## config.mk

```make
export PLATFORM = sky130hd
export DESIGN_NAME = pclk_root_tree
export DESIGN_NICKNAME = d
export VERILOG_FILES = /design/src/rtl/pclk_root_pkg.sv /design/src/rtl/pclk_tick_div.sv /design/src/rtl/pclk_hs_field.sv /design/src/rtl/pclk_root_tree.sv
export SDC_FILE = /design/constraint.sdc
export NUM_CORES = 1
export LEC_CHECK = 0
export BUFFER_PORTS_ARGS = -buffer_cell sky130_fd_sc_hd__buf_2
export CAP_MARGIN = 15
export CORE_ASPECT_RATIO = 1.75
export CORE_MARGIN = 1.5
export CORE_UTILIZATION = 40
export CTS_BUF_LIST = sky130_fd_sc_hd__clkbuf_8
export DETAILED_ROUTE_END_ITERATION = 10
export PLACE_DENSITY = 0.57
export SYNTH_ARGS = -nofsm -noshare
export SYNTH_HDL_FRONTEND = slang
export SYNTH_HIERARCHICAL = 1
export SYNTH_SLANG_ARGS = --single-unit
```

## constraint.sdc

```tcl
create_clock -name clk -period 4.8 [get_ports clk]
set_input_delay 0.24 -clock clk [delete_from_list [all_inputs] [get_ports clk]]
set_output_delay 0.24 -clock clk [all_outputs]
set_load 0.05 [all_outputs]
```

## src/rtl/pclk_root_pkg.sv

```systemverilog
package pclk_root_pkg;

  // Configuration word addresses
  localparam int ADDR_PERIPH = 0;
  localparam int ADDR_BUSDIV = 1;
  localparam int ADDR_ROUTE  = 2;

  // Field widths
  localparam int PRE_W  = 2;
  localparam int DIV8_W = 3;
  localparam int DIV4_W = 2;

  typedef enum logic [PRE_W-1:0] {
    PRE_PLL2      = 2'b00,
    PRE_PFD2      = 2'b01,
    PRE_PFD0      = 2'b10,
    PRE_PFD2_HALF = 2'b11
  } pre_sel_e;

  // A divider emits its tick once the count has reached the field value
  // (ratio = field + 1).
  function automatic logic pulse_due(input logic [7:0] cnt, input logic [7:0] field);
    return cnt >= field;
  endfunction

endpackage

```

## src/rtl/pclk_tick_div.sv

```systemverilog
module pclk_tick_div #(
  parameter int W = 3
) (
  input  logic         clk,
  input  logic         rst_n,
  input  logic         in_tick,
  input  logic [W-1:0] ratio_m1,
  output logic         out_tick
);
  import pclk_root_pkg::*;

  logic [W-1:0] cnt;

  assign out_tick = in_tick && pulse_due(8'(cnt), 8'(ratio_m1));

  always_ff @(posedge clk or negedge rst_n) begin
    if (!rst_n) begin
      cnt <= '0;
    end else if (in_tick) begin
      cnt <= out_tick ? '0 : cnt + 1'b1;
    end
  end
endmodule

```

## src/rtl/pclk_hs_field.sv

```systemverilog
module pclk_hs_field #(
  parameter int             W       = 1,
  parameter int             HOLD    = 4,
  parameter logic [W-1:0]   RST_VAL = '0
) (
  input  logic         clk,
  input  logic         rst_n,
  input  logic         wr,
  input  logic [W-1:0] wdata,
  input  logic         boundary,
  output logic [W-1:0] cur,
  output logic         busy,
  output logic         applied
);
  localparam int CW = $clog2(HOLD + 1);

  logic [CW-1:0] cnt;
  logic [W-1:0]  target;
  logic [W-1:0]  queued;
  logic          q_valid;

  // Commit when the hold time is over and a tick boundary is present.
  assign applied = busy && (cnt == '0) && boundary;

  always_ff @(posedge clk or negedge rst_n) begin
    if (!rst_n) begin
      cur     <= RST_VAL;
      target  <= RST_VAL;
      queued  <= RST_VAL;
      q_valid <= 1'b0;
      busy    <= 1'b0;
      cnt     <= '0;
    end else begin
      if (busy && cnt != '0) cnt <= cnt - 1'b1;
      if (applied) begin
        cur <= target;
        if (wr) begin
          target  <= wdata;
          cnt     <= CW'(HOLD);
          q_valid <= 1'b0;
        end else if (q_valid) begin
          target  <= queued;
          cnt     <= CW'(HOLD);
          q_valid <= 1'b0;
        end else begin
          busy <= 1'b0;
        end
      end else if (wr) begin
        if (busy) begin
          queued  <= wdata;
          q_valid <= 1'b1;
        end else begin
          target <= wdata;
          busy   <= 1'b1;
          cnt    <= CW'(HOLD);
        end
      end
    end
  end
endmodule

```

## src/rtl/pclk_root_tree.sv

```systemverilog
module pclk_root_tree #(
  parameter int ADDR_W  = 2,
  parameter int DATA_W  = 16,
  parameter int HS_HOLD = 4
) (
  input  logic              clk,
  input  logic              rst_n,
  input  logic              src_pll2,
  input  logic              src_pfd2,
  input  logic              src_pfd0,
  input  logic              src_alt,
  input  logic              src_osc,
  input  logic              pll_bypass,
  input  logic              cfg_we,
  input  logic [ADDR_W-1:0] cfg_addr,
  input  logic [DATA_W-1:0] cfg_wdata,
  output logic [1:0]        hs_busy,
  output logic              bus_tick,
  output logic              regbus_tick,
  output logic              perclk_tick
);
  import pclk_root_pkg::*;

  // Immediate routing fields
  pre_sel_e          pre_sel_q;
  logic              per_sel_q;
  logic [DIV4_W-1:0] regdiv_q;
  logic [DIV8_W-1:0] perdiv_q;

  // Handshaked fields
  logic              periph_sel_cur;
  logic [DIV8_W-1:0] busdiv_cur;
  logic              hs_apply_periph;
  logic              hs_apply_bus;

  // Internal tick nets
  logic pfd2_phase;
  logic pfd2_half;
  logic pre_tick;
  logic periph_tick;
  logic per_src_tick;

  logic wr_periph, wr_busdiv, wr_route;
  logic unused_wbits;

  assign wr_periph    = cfg_we && (cfg_addr == ADDR_W'(ADDR_PERIPH));
  assign wr_busdiv    = cfg_we && (cfg_addr == ADDR_W'(ADDR_BUSDIV));
  assign wr_route     = cfg_we && (cfg_addr == ADDR_W'(ADDR_ROUTE));
  assign unused_wbits = ^cfg_wdata;

  always_ff @(posedge clk or negedge rst_n) begin
    if (!rst_n) begin
      pre_sel_q <= PRE_PFD2;
      per_sel_q <= 1'b0;
      regdiv_q  <= DIV4_W'(1);
      perdiv_q  <= '0;
    end else if (wr_route) begin
      pre_sel_q <= pre_sel_e'(cfg_wdata[1:0]);
      per_sel_q <= cfg_wdata[4];
      regdiv_q  <= cfg_wdata[9:8];
      perdiv_q  <= cfg_wdata[14:12];
    end
  end

  // Halver on fractional tap 2
  always_ff @(posedge clk or negedge rst_n) begin
    if (!rst_n)        pfd2_phase <= 1'b0;
    else if (src_pfd2) pfd2_phase <= ~pfd2_phase;
  end
  assign pfd2_half = src_pfd2 && pfd2_phase;

  always_comb begin
    unique case (pre_sel_q)
      PRE_PLL2:      pre_tick = src_pll2;
      PRE_PFD2:      pre_tick = src_pfd2;
      PRE_PFD0:      pre_tick = src_pfd0;
      PRE_PFD2_HALF: pre_tick = pfd2_half;
      default:       pre_tick = 1'b0;
    endcase
  end

  assign periph_tick = (periph_sel_cur | pll_bypass) ? src_alt : pre_tick;

  pclk_hs_field #(.W(1), .HOLD(HS_HOLD), .RST_VAL(1'b0)) hs_periph_i (
    .clk(clk), .rst_n(rst_n), .wr(wr_periph), .wdata(cfg_wdata[0]),
    .boundary(bus_tick), .cur(periph_sel_cur), .busy(hs_busy[0]),
    .applied(hs_apply_periph)
  );

  pclk_hs_field #(.W(DIV8_W), .HOLD(HS_HOLD), .RST_VAL(DIV8_W'(2))) hs_bus_i (
    .clk(clk), .rst_n(rst_n), .wr(wr_busdiv), .wdata(cfg_wdata[DIV8_W-1:0]),
    .boundary(bus_tick), .cur(busdiv_cur), .busy(hs_busy[1]),
    .applied(hs_apply_bus)
  );

  pclk_tick_div #(.W(DIV8_W)) bus_div_i (
    .clk(clk), .rst_n(rst_n), .in_tick(periph_tick),
    .ratio_m1(busdiv_cur), .out_tick(bus_tick)
  );

  pclk_tick_div #(.W(DIV4_W)) reg_div_i (
    .clk(clk), .rst_n(rst_n), .in_tick(bus_tick),
    .ratio_m1(regdiv_q), .out_tick(regbus_tick)
  );

  assign per_src_tick = per_sel_q ? src_osc : regbus_tick;

  pclk_tick_div #(.W(DIV8_W)) per_div_i (
    .clk(clk), .rst_n(rst_n), .in_tick(per_src_tick),
    .ratio_m1(perdiv_q), .out_tick(perclk_tick)
  );
endmodule

```

-- Word-level counts from Yosys, hierarchy flattened
Index checks and enable logic that the tools add are counted.
- output and inout port bits: 5
- input bits: 27
- memories kept: 0
- logic and storage cells: 118
- ROM bits: 0
- bits in latches: 0
- register bits after elaboration: 39
- memory bits (writable): 0
- multiply operators: 0
- eq/ne operators: 11
- shift operators: 0
- order comparisons: 3
- reductions and logical operators: 33
- bitwise gates (word level): 4
- divide/modulo/power cells: 0
- muxes and demuxes: 42
- add/sub/neg operators: 5
- operators with widths (kind ; count):
    $mux W3 ; 19
    $mux W1 ; 21
    $reduce_and A3 Y1 ; 6
    $logic_and A1 B1 Y1 ; 13
    $reduce_bool A2 Y1 ; 6
    $ne A2 B2 Y1 const B ; 4
    $add A3 B1 Y3 const B ; 2
    $eq A2 B2 Y1 const B ; 3
    $ge A3 B3 Y1 ; 2
    $logic_not A3 Y1 ; 2
    $reduce_bool A3 Y1 ; 2
    $sub A3 B1 Y3 const B ; 2
    $eq A2 B1 Y1 const B ; 2
    $logic_not A2 Y1 ; 2
    $ne A2 B1 Y1 const B ; 2
    $pmux W1 S4 ; 1
    $reduce_and A2 Y1 ; 2
    $not A1 Y1 ; 3
    $add A2 B1 Y2 const B ; 1
    $ge A2 B2 Y1 ; 1
    $mux W2 ; 1
    $or A1 B1 Y1 ; 1

-- Logic depth before layout (Yosys ltp)
Gate-level depths: netlist of run 1.
- depth in word-level cells: 8
- depth in mapped cells: 11
- depth with buffers taken out: 11

-- Hierarchy
The synthesis of run 1 kept the hierarchy.
- modules (own cells, without submodules) (module ; area each (um^2) ; cells an instance ; instances ; seq. area each (um^2)):
    pclk_hs_field (hs_bus_i) ; 676.9 ; 59 ; 1 ; 354.1
    pclk_tick_div (bus_div_i ...) ; 216.5 ; 24 ; 2 ; 75.1
    pclk_hs_field (hs_periph_i) ; 424.2 ; 41 ; 1 ; 200.2
    pclk_root_tree ; 415.4 ; 28 ; 1 ; 227.7
    pclk_tick_div (reg_div_i) ; 151.4 ; 14 ; 1 ; 50.0

-- Least setup slack after synthesis of run 1
No wires, ideal clock.
- path kind: reg-to-output
- start point: register pre_sel_q[0]
- end point: output perclk_tick
- setup slack: 734 ps
- buffers on the path: 0
- stages on the path, launching flop included: 9
- arrival: 3826 ps
- data required time: 4560 ps
- cells stage by stage: dfstp_2 -> nand2_1 -> o221ai_1 -> o21a_1 -> nor2b_1 -> o21a_1 -> and2_1 -> mux2_2 -> nor2b_1
- word-level cells in the longest chain between the ends: 7
- elaborated cells between the ends (all ways): 10
- those cells by class: eq/ne: 3; mux: 3; reduce/logical: 4
- RTL lines (what ; RTL line ; text):
    start, declared ; pclk_root_tree.sv:25 ; pre_sel_e pre_sel_q;
    start signal, assigned ; pclk_root_tree.sv:58 ; pre_sel_q <= pre_sel_e'(cfg_wdata[1:0]);
    $eq A2 B2 Y1 (tied with other cells) ; pclk_root_tree.sv:73 ; unique case (pre_sel_q)
    $pmux W1 S4 (*) ; pclk_root_tree.sv:73 ;
    $mux W1 (*) ; pclk_root_tree.sv:82 ; assign periph_tick = (periph_sel_cur | pll_bypass) ? src_alt : pre_tick;
    via periph_tick ; pclk_root_tree.sv:40 ; logic periph_tick;
    $logic_and A1 B1 Y1 (*) ; pclk_tick_div.sv:14 ; assign out_tick = in_tick && pulse_due(8'(cnt), 8'(ratio_m1));
    via bus_tick ; pclk_root_tree.sv:18 ; output logic bus_tick,
    $logic_and A1 B1 Y1 (*) ; pclk_tick_div.sv:14 ;
    via regbus_tick ; pclk_root_tree.sv:19 ; output logic regbus_tick,
    $mux W1 (*) ; pclk_root_tree.sv:106 ; assign per_src_tick = per_sel_q ? src_osc : regbus_tick;
    via per_src_tick ; pclk_root_tree.sv:41 ; logic per_src_tick;
    $logic_and A1 B1 Y1 (*) ; pclk_tick_div.sv:14 ;
    end, declared ; pclk_root_tree.sv:20 ; output logic perclk_tick
Mark *: on every way through the listed nets, which the timed path passes. The rest lies on a longest branch.

-- Final worst setup path of run 1
- start point: register hs_bus_i.cur[1]
- end point: output perclk_tick
- word-level cells in the longest chain between the ends: 5
- RTL lines (what ; RTL line ; text):
    start, declared ; pclk_hs_field.sv:11 ; output logic [W-1:0] cur,
    start signal, assigned ; pclk_hs_field.sv:36 ; cur <= target;
    $ge A3 B3 Y1 ; pclk_root_pkg.sv:23 ; return cnt >= field;
    $logic_and A1 B1 Y1 (2 in a row) ; pclk_tick_div.sv:14 ;
    $mux W1 ; pclk_root_tree.sv:106 ;
    via per_src_tick ; pclk_root_tree.sv:41 ;
    $logic_and A1 B1 Y1 ; pclk_tick_div.sv:14 ;
The timed path passes the listed nets, and every way through them passes these cells.

==> flow_metrics.py, run 1 <==
metrics = {
    "status": {
        "status": "finished with violations",
        "violations": "design-rule violations",
    },
    "sta": {
        "finalCriticalPeriod_ns": 2.92,
        "fin_setup_tns_ns": 0,
        "clock_skew_ns": 0.00889,
        "drv_slew": 0,
        "finalCritPeriodShare_pct": 60.8,
        "max_freq_ghz": 0.343,
        "max_slew_margin_pct": 41.8,
        "hold_viol": 0,
        "rsz0062_at_grt": "false",
        "setup_viol": 0,
        "worstMarginPinSlew_ns": 0.873,
    },
    "synthesis": {
        "synth-edff-count": 0,
        "syn_nets": 231,
        "ys_seq_area_share_pct": 46.8,
        "syn_avg_cell_area_um2": 11.1,
        "synth_ff_type": "dfrtp_1",
        "synth_seq_cells": 39,
        "netlist_area_um2": 2100,
        "synth_cells": 190,
        "ys_warn_count": 6,
        "synth_cell_types": 45,
        "async_flop_share_pct": 100,
    },
    "pwr": {
        "p_int_uw": 876,
        "clkPwrFrac_pct": 14.3,
        "switchingPower_uw": 585,
        "leakage_uw": 0.00115,
        "p_per_area_nw_per_um2": 619,
        "switching_share_pct": 40.1,
        "pwr-share-seq_pct": 39.7,
        "combPwrFrac_pct": 45.9,
        "power_uw": 1460,
        "peakVddDrop_mv": 0.288,
    },
    "cts": {
        "cts_hold_buf": 0,
        "root_buffer": "clkbuf_8",
        "numCtsBuffers": 5,
        "clk_pin_slew_worst_paths_ns": 0.08,
        "clk-insertion-delay-late_ns": 0.29,
        "cts_max_level": 2,
        "cts_resized": 0,
        "cts_tree": "yes",
        "clock_sinks": 39,
        "cts_setup_buffers": 0,
        "clockBufferDepth": 2,
    },
    "grt": {
        "grt_pass1_vias": 1456,
        "grt_util_all_layers_pct": 14.7,
        "grt_pass1_wl_um": 6540,
        "antenna_found_initial": 0,
        "grt_overflow": 0,
        "grt_start_max_net_pins": 40,
    },
    "run": {
        "max-cap-violations": 0,
    },
    "layout": {
        "nNetsFinal": 261,
        "seqCellArea_um2": 982,
        "area_growth_pct": 12.3,
        "final_core_util_pct": 47.0,
        "multiInputGateArea_um2": 1030,
        "antenna_cells": 0,
        "drive_gt1_share_pct": 30.0,
        "nFillCells": 497,
    },
    "detailed_routing": {
        "drt_iter0_markers": 37,
        "wire_per_inst_um": 13.8,
        "ant_nets": 0,
        "vias_per_cell": 5.36,
        "drt_first_pass_iters": 7,
        "wirelength_um": 3790,
        "drc_errors": 8,
        "dr_total_vias": 1470,
    },
    "floorplan": {
        "die_w_um": 57.8,
        "pin_count": 32,
        "core_um2": 5020,
        "start_util_pct": 41.8,
        "rows": 34,
        "design.die.area_um2": 5710,
        "die_h_um": 98.9,
    },
    "critical_path": {
        "cp-end-kind": "primary output",
        "start_kind": "flip-flop",
        "cpMostUsedCell": "nor2b_1",
        "cp.arrival_ns": 2.68,
        "crit_required_ns": 4.56,
        "crit_path_cell_trace": "inv_1 -> ha_1 -> a21o_1 -> a31oi_2 -> nor2b_1 -> buf_4 -> o21a_1 -> and2_1 -> mux2_2 -> nor2b_1 -> buf_2",
        "worstSetupPathType": "reg2out",
        "crit_slowest_cell": "dfstp_2",
        "crit_path_max_incr_delay_ns": 0.53,
        "path_max_fanout": 10,
    },
    "placed_design": {
        "io_buffers": 24,
        "hpwl_um": 2730,
        "gp_congestion": 0.747,
    },
    "hold_path": {
        "hold_class": "in2async",
    },
}
==> layout make-up <==
class | instances | share of cell area [%]
Clock inverter | 2 | 0.318
Inverter | 19 | 3.08
Tap cell | 54 | 2.86
Sequential cell | 39 | 41.6
Clock buffer | 5 | 2.92
Timing Repair Buffer | 25 | 5.41
Multi-Input combinational cell | 130 | 43.8
==> layout by cell type (no fill, tap or decap), types with 3 or more instances in the layout <==
cell type   n
a21o_1      3
a21oi_1    11
a22oi_1     3
buf_2      24
clkbuf_8    5
dfrtp_1    34
dfstp_2     5
ha_1       14
inv_1      20
mux2_2     16
nand2_1    10
nand2b_1    5
nand3_1     6
nand3b_1    3
nor2_1     10
nor2b_1     4
o21ai_0     8
o21ai_1     3
==> Yosys cell counts (2+ instances only) <==
cell type / count / area (um2)
a21o_1: 3 / 22.5
a21oi_1: 11 / 55.1
a21oi_2: 2 / 17.5
a22oi_1: 3 / 22.5
a311oi_1: 2 / 17.5
a31oi_2: 2 / 25.0
and3_1: 2 / 12.5
dfrtp_1: 34 / 851
dfstp_2: 5 / 131
ha_1: 14 / 175
inv_1: 18 / 67.6
mux2_2: 16 / 180
nand2_1: 10 / 37.5
nand2b_1: 5 / 31.3
nand3_1: 6 / 30.0
nand3b_1: 3 / 22.5
nand3b_4: 2 / 40.0
nor2_1: 10 / 37.5
nor2b_1: 4 / 25.0
nor3_1: 2 / 10.0
o21a_1: 2 / 15.0
o21ai_0: 8 / 40.0
o21ai_1: 3 / 15.0
xnor2_1: 2 / 17.5
==> kinds of logic (layout without fill, tap and decap cells) <==
group / after synthesis / count (layout) / share of synthesized area, %
AND/OR/NAND/NOR: 52 / 52 / 15.4
AO/OA/AOI/OAI: 42 / 42 / 13.9
flip-flops: 39 / 39 / 46.8
buffers and inverters: 21 / 51 / 4.05
multiplexers: 19 / 19 / 10.3
adder cells (fa/ha/maj): 14 / 14 / 8.34
XOR/XNOR: 3 / 3 / 1.25
==> path summary, 6_finish.rpt <==
path / from / endpoint / slack [ns] / cells after the start
worst max-delay path: hs_bus_i/cur[1] / perclk_tick / 1.88 / 11
max in group asynchronous: rst_n / hs_periph_i/cnt[2] / 4.19 / 1
worst max register to register: hs_bus_i/cur[1] / per_div_i/cnt[2] / 2.28 / 12
worst min register to register: pfd2_phase / pfd2_phase / 0.48 / 1
worst min-delay path: rst_n / hs_bus_i/target[2] / 0.06 / 1
min in group clk: src_pfd2 / pfd2_phase / 0.14 / 2
==> power by group through the flow <==
stage	logic, uW	clock network [uW]	registers (uW)
global placement	663	0	583
global route	764	228	602
floorplan	544	0	568
finish	672	209	581
detailed placement	680	0	588
CTS	685	214	583
==> layer usage <==
metal	global-route usage (%)	share of wire (%)
met5	0	0
met4	5.55	1.3
met3	3.28	3.2
met2	24.5	52
met1	18.2	44
==> metrics by stage <==
stage	setup slack, ns	cells	hold WS (ns)	cell area, um2
floorplan	0.734	190	-0.0556	2100
global placement	2.17	267	0.418	2280
detailed placement	2.17	267	0.425	2280
CTS	1.84	274	0.110	2360
global route	1.67	274	0.133	2360
finish	1.88	274	0.0617	2360
==> sequential cells by signal (all words and copies together), names as in the netlist, 2 cells and up, named ones only <==
name             cells
bus_div_i/cnt        3
hs_bus_i/cur         3
hs_bus_i/queued      3
hs_bus_i/target      3
per_div_i/cnt        3
perdiv_q             3
hs_bus_i/cnt         2
hs_periph_i/cnt      2
pre_sel_q            2
reg_div_i/cnt        2
regdiv_q             2
==> critical path, delay by kind of cell, from the launching register on <==
kind / cells / cell delay, ns
adder cells (fa/ha/maj): 1 / 0.18
flip-flops: 1 / 0.53
AND/OR/NAND/NOR: 3 / 0.40
buffers and inverters: 3 / 0.44
multiplexers: 1 / 0.31
AO/OA/AOI/OAI: 3 / 0.54
No activity file was read; power rests on OpenSTA's default activity.
==> run 2: changes to the inputs <==
==> constraint.sdc (replaced) <==
create_clock -name clk -period 2.9 [get_ports clk]
set_input_delay 0.145 -clock clk [delete_from_list [all_inputs] [get_ports clk]]
set_output_delay 0.145 -clock clk [all_outputs]
set_load 0.05 [all_outputs]
==> flow_metrics.py, run 2 (synthesis results as in run 1) <==
metrics = {
    "layout": {
        "layout_common_cells": "34 x dfrtp_1, 24 x buf_2, 18 x inv_1",
        "stdcell_area_um2": 2440,
        "area_growth_pct": 16.4,
        "antenna_cells": 0,
        "drive_gt1_share_pct": 32.0,
        "nFillCells": 483,
        "nNetsFinal": 262,
        "final_common_cell": "dfrtp_1",
    },
    "hold_path": {
        "hold_class": "in2reg",
        "hold_depth": 2,
    },
    "sta": {
        "max_freq_ghz": 0.372,
        "hold_viol": 0,
        "finalCritPeriodShare_pct": 92.6,
        "finalCriticalPeriod_ns": 2.69,
        "clock_skew_ns": 0.00945,
        "rsz0062_at_grt": "false",
        "setup_viol": 0,
        "max_slew_margin_pct": 42.5,
        "fin_setup_tns_ns": 0,
        "worstMarginPinSlew_ns": 0.862,
        "drv_slew": 0,
    },
    "detailed_routing": {
        "ant_nets": 0,
        "top_layer": "met4",
        "vias_per_cell": 5.27,
        "drt_first_pass_iters": 7,
        "drc_errors": 8,
        "dr_total_vias": 1455,
        "dr_wl_met2_um": 1920,
        "drt_iter0_markers": 41,
        "wire_per_inst_um": 13.4,
        "wl_met1_um": 1600,
        "routed-wl-met3_um": 103,
        "wirelength_um": 3690,
    },
    "placed_design": {
        "gp_congestion": 0.699,
        "hpwl_um": 2680,
        "post_dp_cell_area_um2": 2300,
        "io_buffers": 24,
    },
    "pwr": {
        "peakVddDrop_mv": 0.479,
        "leakage_uw": 0.00118,
        "p_per_area_nw_per_um2": 1080,
    },
    "cts": {
        "clk-insertion-delay-late_ns": 0.29,
        "clockBufferDepth": 2,
        "cts_resized": 0,
        "cts_max_level": 2,
        "clock_sinks": 39,
        "clk_pin_slew_worst_paths_ns": 0.08,
        "root_buffer": "clkbuf_8",
        "cts_tree": "yes",
        "numCtsBuffers": 5,
    },
    "critical_path": {
        "cp-end-kind": "primary output",
        "path_max_fanout": 7,
        "worstSetupPathType": "reg2out",
        "r2r_cells": 11,
        "cp.arrival_ns": 2.54,
        "start_kind": "flip-flop",
        "crit_required_ns": 2.76,
    },
    "grt": {
        "antenna_found_initial": 0,
        "grt_pass1_vias": 1501,
        "grt_start_max_net_pins": 40,
        "grt_overflow": 0,
        "grt_pass1_wl_um": 6700,
        "grt_util_all_layers_pct": 14.8,
    },
    "floorplan": {
        "start_util_pct": 41.8,
        "design.die.area_um2": 5710,
        "core_um2": 5020,
        "rows": 34,
        "die_h_um": 98.9,
        "pin_count": 32,
        "die_w_um": 57.8,
    },
    "status": {
        "status": "finished with violations",
        "violations": "design-rule violations",
    },
    "run": {
        "max-cap-violations": 0,
    },
}
[run 2: final timing paths]
path                                    endpoint  slack [ns]            start
worst max-delay path                 perclk_tick        0.21  hs_bus_i/cur[1]
worst min register to register        pfd2_phase        0.47       pfd2_phase
min in group asynchronous             pfd2_phase        0.50            rst_n
max in group asynchronous       bus_div_i/cnt[1]        1.86            rst_n
worst max register to register  per_div_i/cnt[2]        0.53  hs_bus_i/cur[1]
worst min-delay path                  pfd2_phase        0.04         src_pfd2
[run 2: metal layers]
metal / vias to the layer above / global-route usage (%)
li1: 729 / -
met5: - / 0
met3: 6 / 2.89
met4: 0 / 6.44
met2: 21 / 24.8
met1: 699 / 18.2
[run 2: layout make-up]
cell class,instances,area [um2],share of cell area [%]
Clock buffer,5,68.8,2.81
Inverter,19,72.6,2.97
Tap cell,54,67.6,2.76
Clock inverter,3,67.6,2.76
Multi-Input combinational cell,130,1050,42.9
Sequential cell,39,982,40.2
Timing Repair Buffer,26,138,5.63
[run 2: repair_timing]
item,in CTS,in global routing
buffers inserted,0,0
endpoints found under the setup margin,0,0
hold buffers,1,0
endpoints found under the hold margin,16,0
[run 2: metrics by stage]
stage / power, uW / instances / utilization [%] / worst slack [ns] / hold slack (ns)
6_report: 2640 / 276 / 48.7 / 0.214 / 0.0367
5_1_grt: 2880 / 276 / 48.7 / 0.0533 / 0.0405
4_1_cts: 2690 / 276 / 48.7 / 0.168 / 0.0250
3_5_place_dp: 2120 / 267 / 45.8 / 0.496 / 0.320
3_3_place_gp: 2100 / 267 / 45.8 / 0.509 / 0.321
2_1_floorplan: 1870 / 190 / - / 0.0339 / -0.151
[run 2: worst max-delay path: stages, from the launching register on]
cell and delay, ns:
dfstp_2 0.53, inv_1 0.04, ha_1 0.18, a21o_1 0.16
a31oi_2 0.29, nor2b_4 0.08, o21a_1 0.14, and2_1 0.18
mux2_2 0.32, nor2b_4 0.14, buf_2 0.21
[run 2: power by group]
part	internal, uW	leakage [uW]	total, uW	switching [uW]
Combinational	513	0.000671	1140	626
Sequential	793	0.000449	956	163
Clock	343	0.0000644	544	201
Total	1650	0.00118	2640	990
==> run 3: changes to the inputs <==
==> constraint.sdc (replaced) <==
create_clock -name clk -period 2.94 [get_ports clk]
set_input_delay 0.147 -clock clk [delete_from_list [all_inputs] [get_ports clk]]
set_output_delay 0.147 -clock clk [all_outputs]
set_load 0.05 [all_outputs]
==> flow_metrics.py, run 3 (synthesis results as in run 1) <==
metrics = {
    "status": {
        "status": "finished with violations",
        "violations": "design-rule violations, negative hold slack",
    },
    "layout": {
        "layout_common_cells": "34 x dfrtp_1, 24 x buf_2, 19 x inv_1",
        "area_growth_pct": 15.7,
        "nNetsFinal": 261,
        "drive_gt1_share_pct": 31.7,
        "final_common_cell": "dfrtp_1",
        "antenna_cells": 0,
        "stdcell_count": 275,
        "nFillCells": 455,
    },
    "critical_path": {
        "path_buf_inv": 2,
        "start_kind": "flip-flop",
        "worstSetupPathType": "reg2out",
        "path_max_fanout": 7,
        "cp-end-kind": "primary output",
        "cp.arrival_ns": 2.53,
        "cpMostUsedCell": "nor2b_4",
        "crit_required_ns": 2.79,
        "crit_slowest_cell": "dfstp_2",
        "crit_path_cell_trace": "inv_1 -> ha_1 -> a21o_1 -> a31oi_2 -> nor2b_4 -> o21a_1 -> and2_1 -> mux2_2 -> nor2b_4 -> buf_2",
        "crit_family": "compound AO/OA/AOI/OAI gates",
        "crit_path_max_incr_delay_ns": 0.53,
    },
    "cts": {
        "clock_sinks": 39,
        "cts_resized": 0,
        "numCtsBuffers": 5,
        "clk_pin_slew_worst_paths_ns": 0.07,
        "root_buffer": "clkbuf_8",
        "cts_hold_buf": 0,
        "clockBufferDepth": 2,
        "cts_max_level": 2,
        "clk-insertion-delay-late_ns": 0.28,
        "cts_tree": "yes",
        "cts_setup_buffers": 0,
    },
    "floorplan": {
        "die_w_um": 57.8,
        "design.die.area_um2": 5710,
        "rows": 34,
        "core_um2": 5020,
        "pin_count": 32,
        "start_util_pct": 41.8,
        "die_h_um": 98.9,
    },
    "detailed_routing": {
        "routed-wl-met3_um": 113,
        "dr_total_vias": 1444,
        "top_layer": "met4",
        "drt_first_pass_iters": 7,
        "wl_met1_um": 1570,
        "wire_per_inst_um": 13.0,
        "ant_nets": 0,
        "dr_wl_met2_um": 1850,
        "vias_per_cell": 5.25,
        "drt_iter0_markers": 33,
        "wirelength_um": 3580,
        "drc_errors": 8,
    },
    "sta": {
        "drv_slew": 0,
        "finalCriticalPeriod_ns": 2.68,
        "timing.hold.ws_ns": -0.0264,
        "finalCritPeriodShare_pct": 91.2,
        "worstMarginPinSlew_ns": 0.857,
        "fin_setup_tns_ns": 0,
        "max_slew_margin_pct": 42.8,
        "rsz0062_at_grt": "false",
        "setup_viol": 0,
        "max_freq_ghz": 0.373,
        "hold_viol": 34,
        "clock_skew_ns": 0.00747,
    },
    "grt": {
        "grt_pass1_wl_um": 6410,
        "grt_start_max_net_pins": 40,
        "antenna_found_initial": 0,
        "grt_pass1_vias": 1423,
        "grt_overflow": 0,
        "grt_util_all_layers_pct": 14.4,
    },
    "pwr": {
        "leakage_uw": 0.00119,
        "peakVddDrop_mv": 0.506,
        "p_per_area_nw_per_um2": 1060,
    },
    "placed_design": {
        "place_inst": 267,
        "gp_congestion": 0.704,
        "io_buffers": 24,
        "hpwl_um": 2670,
    },
    "run": {
        "max-cap-violations": 0,
    },
    "hold_path": {
        "hold_class": "in2async",
    },
}
-- run 3: cell types whose count changed in the layout (fill, tap and decap cells not counted) --
cell / before / now
clkinvlp_4: 1 / 0
dlygate4sd3_1: 1 / 0
inv_1: 18 / 19
-- run 3: layout make-up --
cell class / instances / area, um2 / area share [%]
flip-flops and latches: 39 / 982 / 40.4
repair buffers: 25 / 128 / 5.25
clock inverters: 3 / 63.8 / 2.62
multi-input cells: 130 / 1050 / 43.1
clock buffers: 5 / 68.8 / 2.83
inverters: 19 / 72.6 / 2.99
well taps: 54 / 67.6 / 2.78
-- run 3: per-stage QoR --
stage / hold WS, ns / total power, uW / area (um2) / utilization (%) / worst slack [ns]
after floorplan: -0.149 / 1840 / 2120 / - / 0.0719
after global placement: 0.324 / 2070 / 2300 / 45.8 / 0.549
after detailed placement: 0.316 / 2100 / 2300 / 45.8 / 0.536
after CTS: 0.00166 / 2620 / 2430 / 48.4 / 0.224
after global routing: 0.0417 / 2810 / 2430 / 48.4 / 0.104
final: -0.0264 / 2580 / 2430 / 48.4 / 0.260
-- run 3: path summary, 6_finish.rpt --
kind / from / end / slack, ns / cells after the start
max: hs_bus_i/cur[1] / perclk_tick / 0.26 / 10
min in group clk: src_pfd2 / pfd2_phase / 0.06 / 2
min: rst_n / hs_bus_i/cur[2] / -0.03 / 1
max reg2reg: hs_bus_i/cur[1] / per_div_i/cnt[2] / 0.56 / 11
max in group asynchronous: rst_n / bus_div_i/cnt[2] / 2.43 / 1
min reg2reg: pfd2_phase / pfd2_phase / 0.47 / 1
-- run 3: report_power, final --
part / total [uW] / switching (uW) / internal [uW]
logic: 1120 / 614 / 505
registers: 945 / 162 / 783
clock network: 514 / 178 / 336
total: 2580 / 955 / 1620
-- run 3: layer usage --
metal | up-vias | global-route usage [%]
met5 | - | 0
met4 | 0 | 5.90
met3 | 2 | 2.76
met2 | 21 | 24.7
met1 | 694 | 17.1
li1 | 727 | -
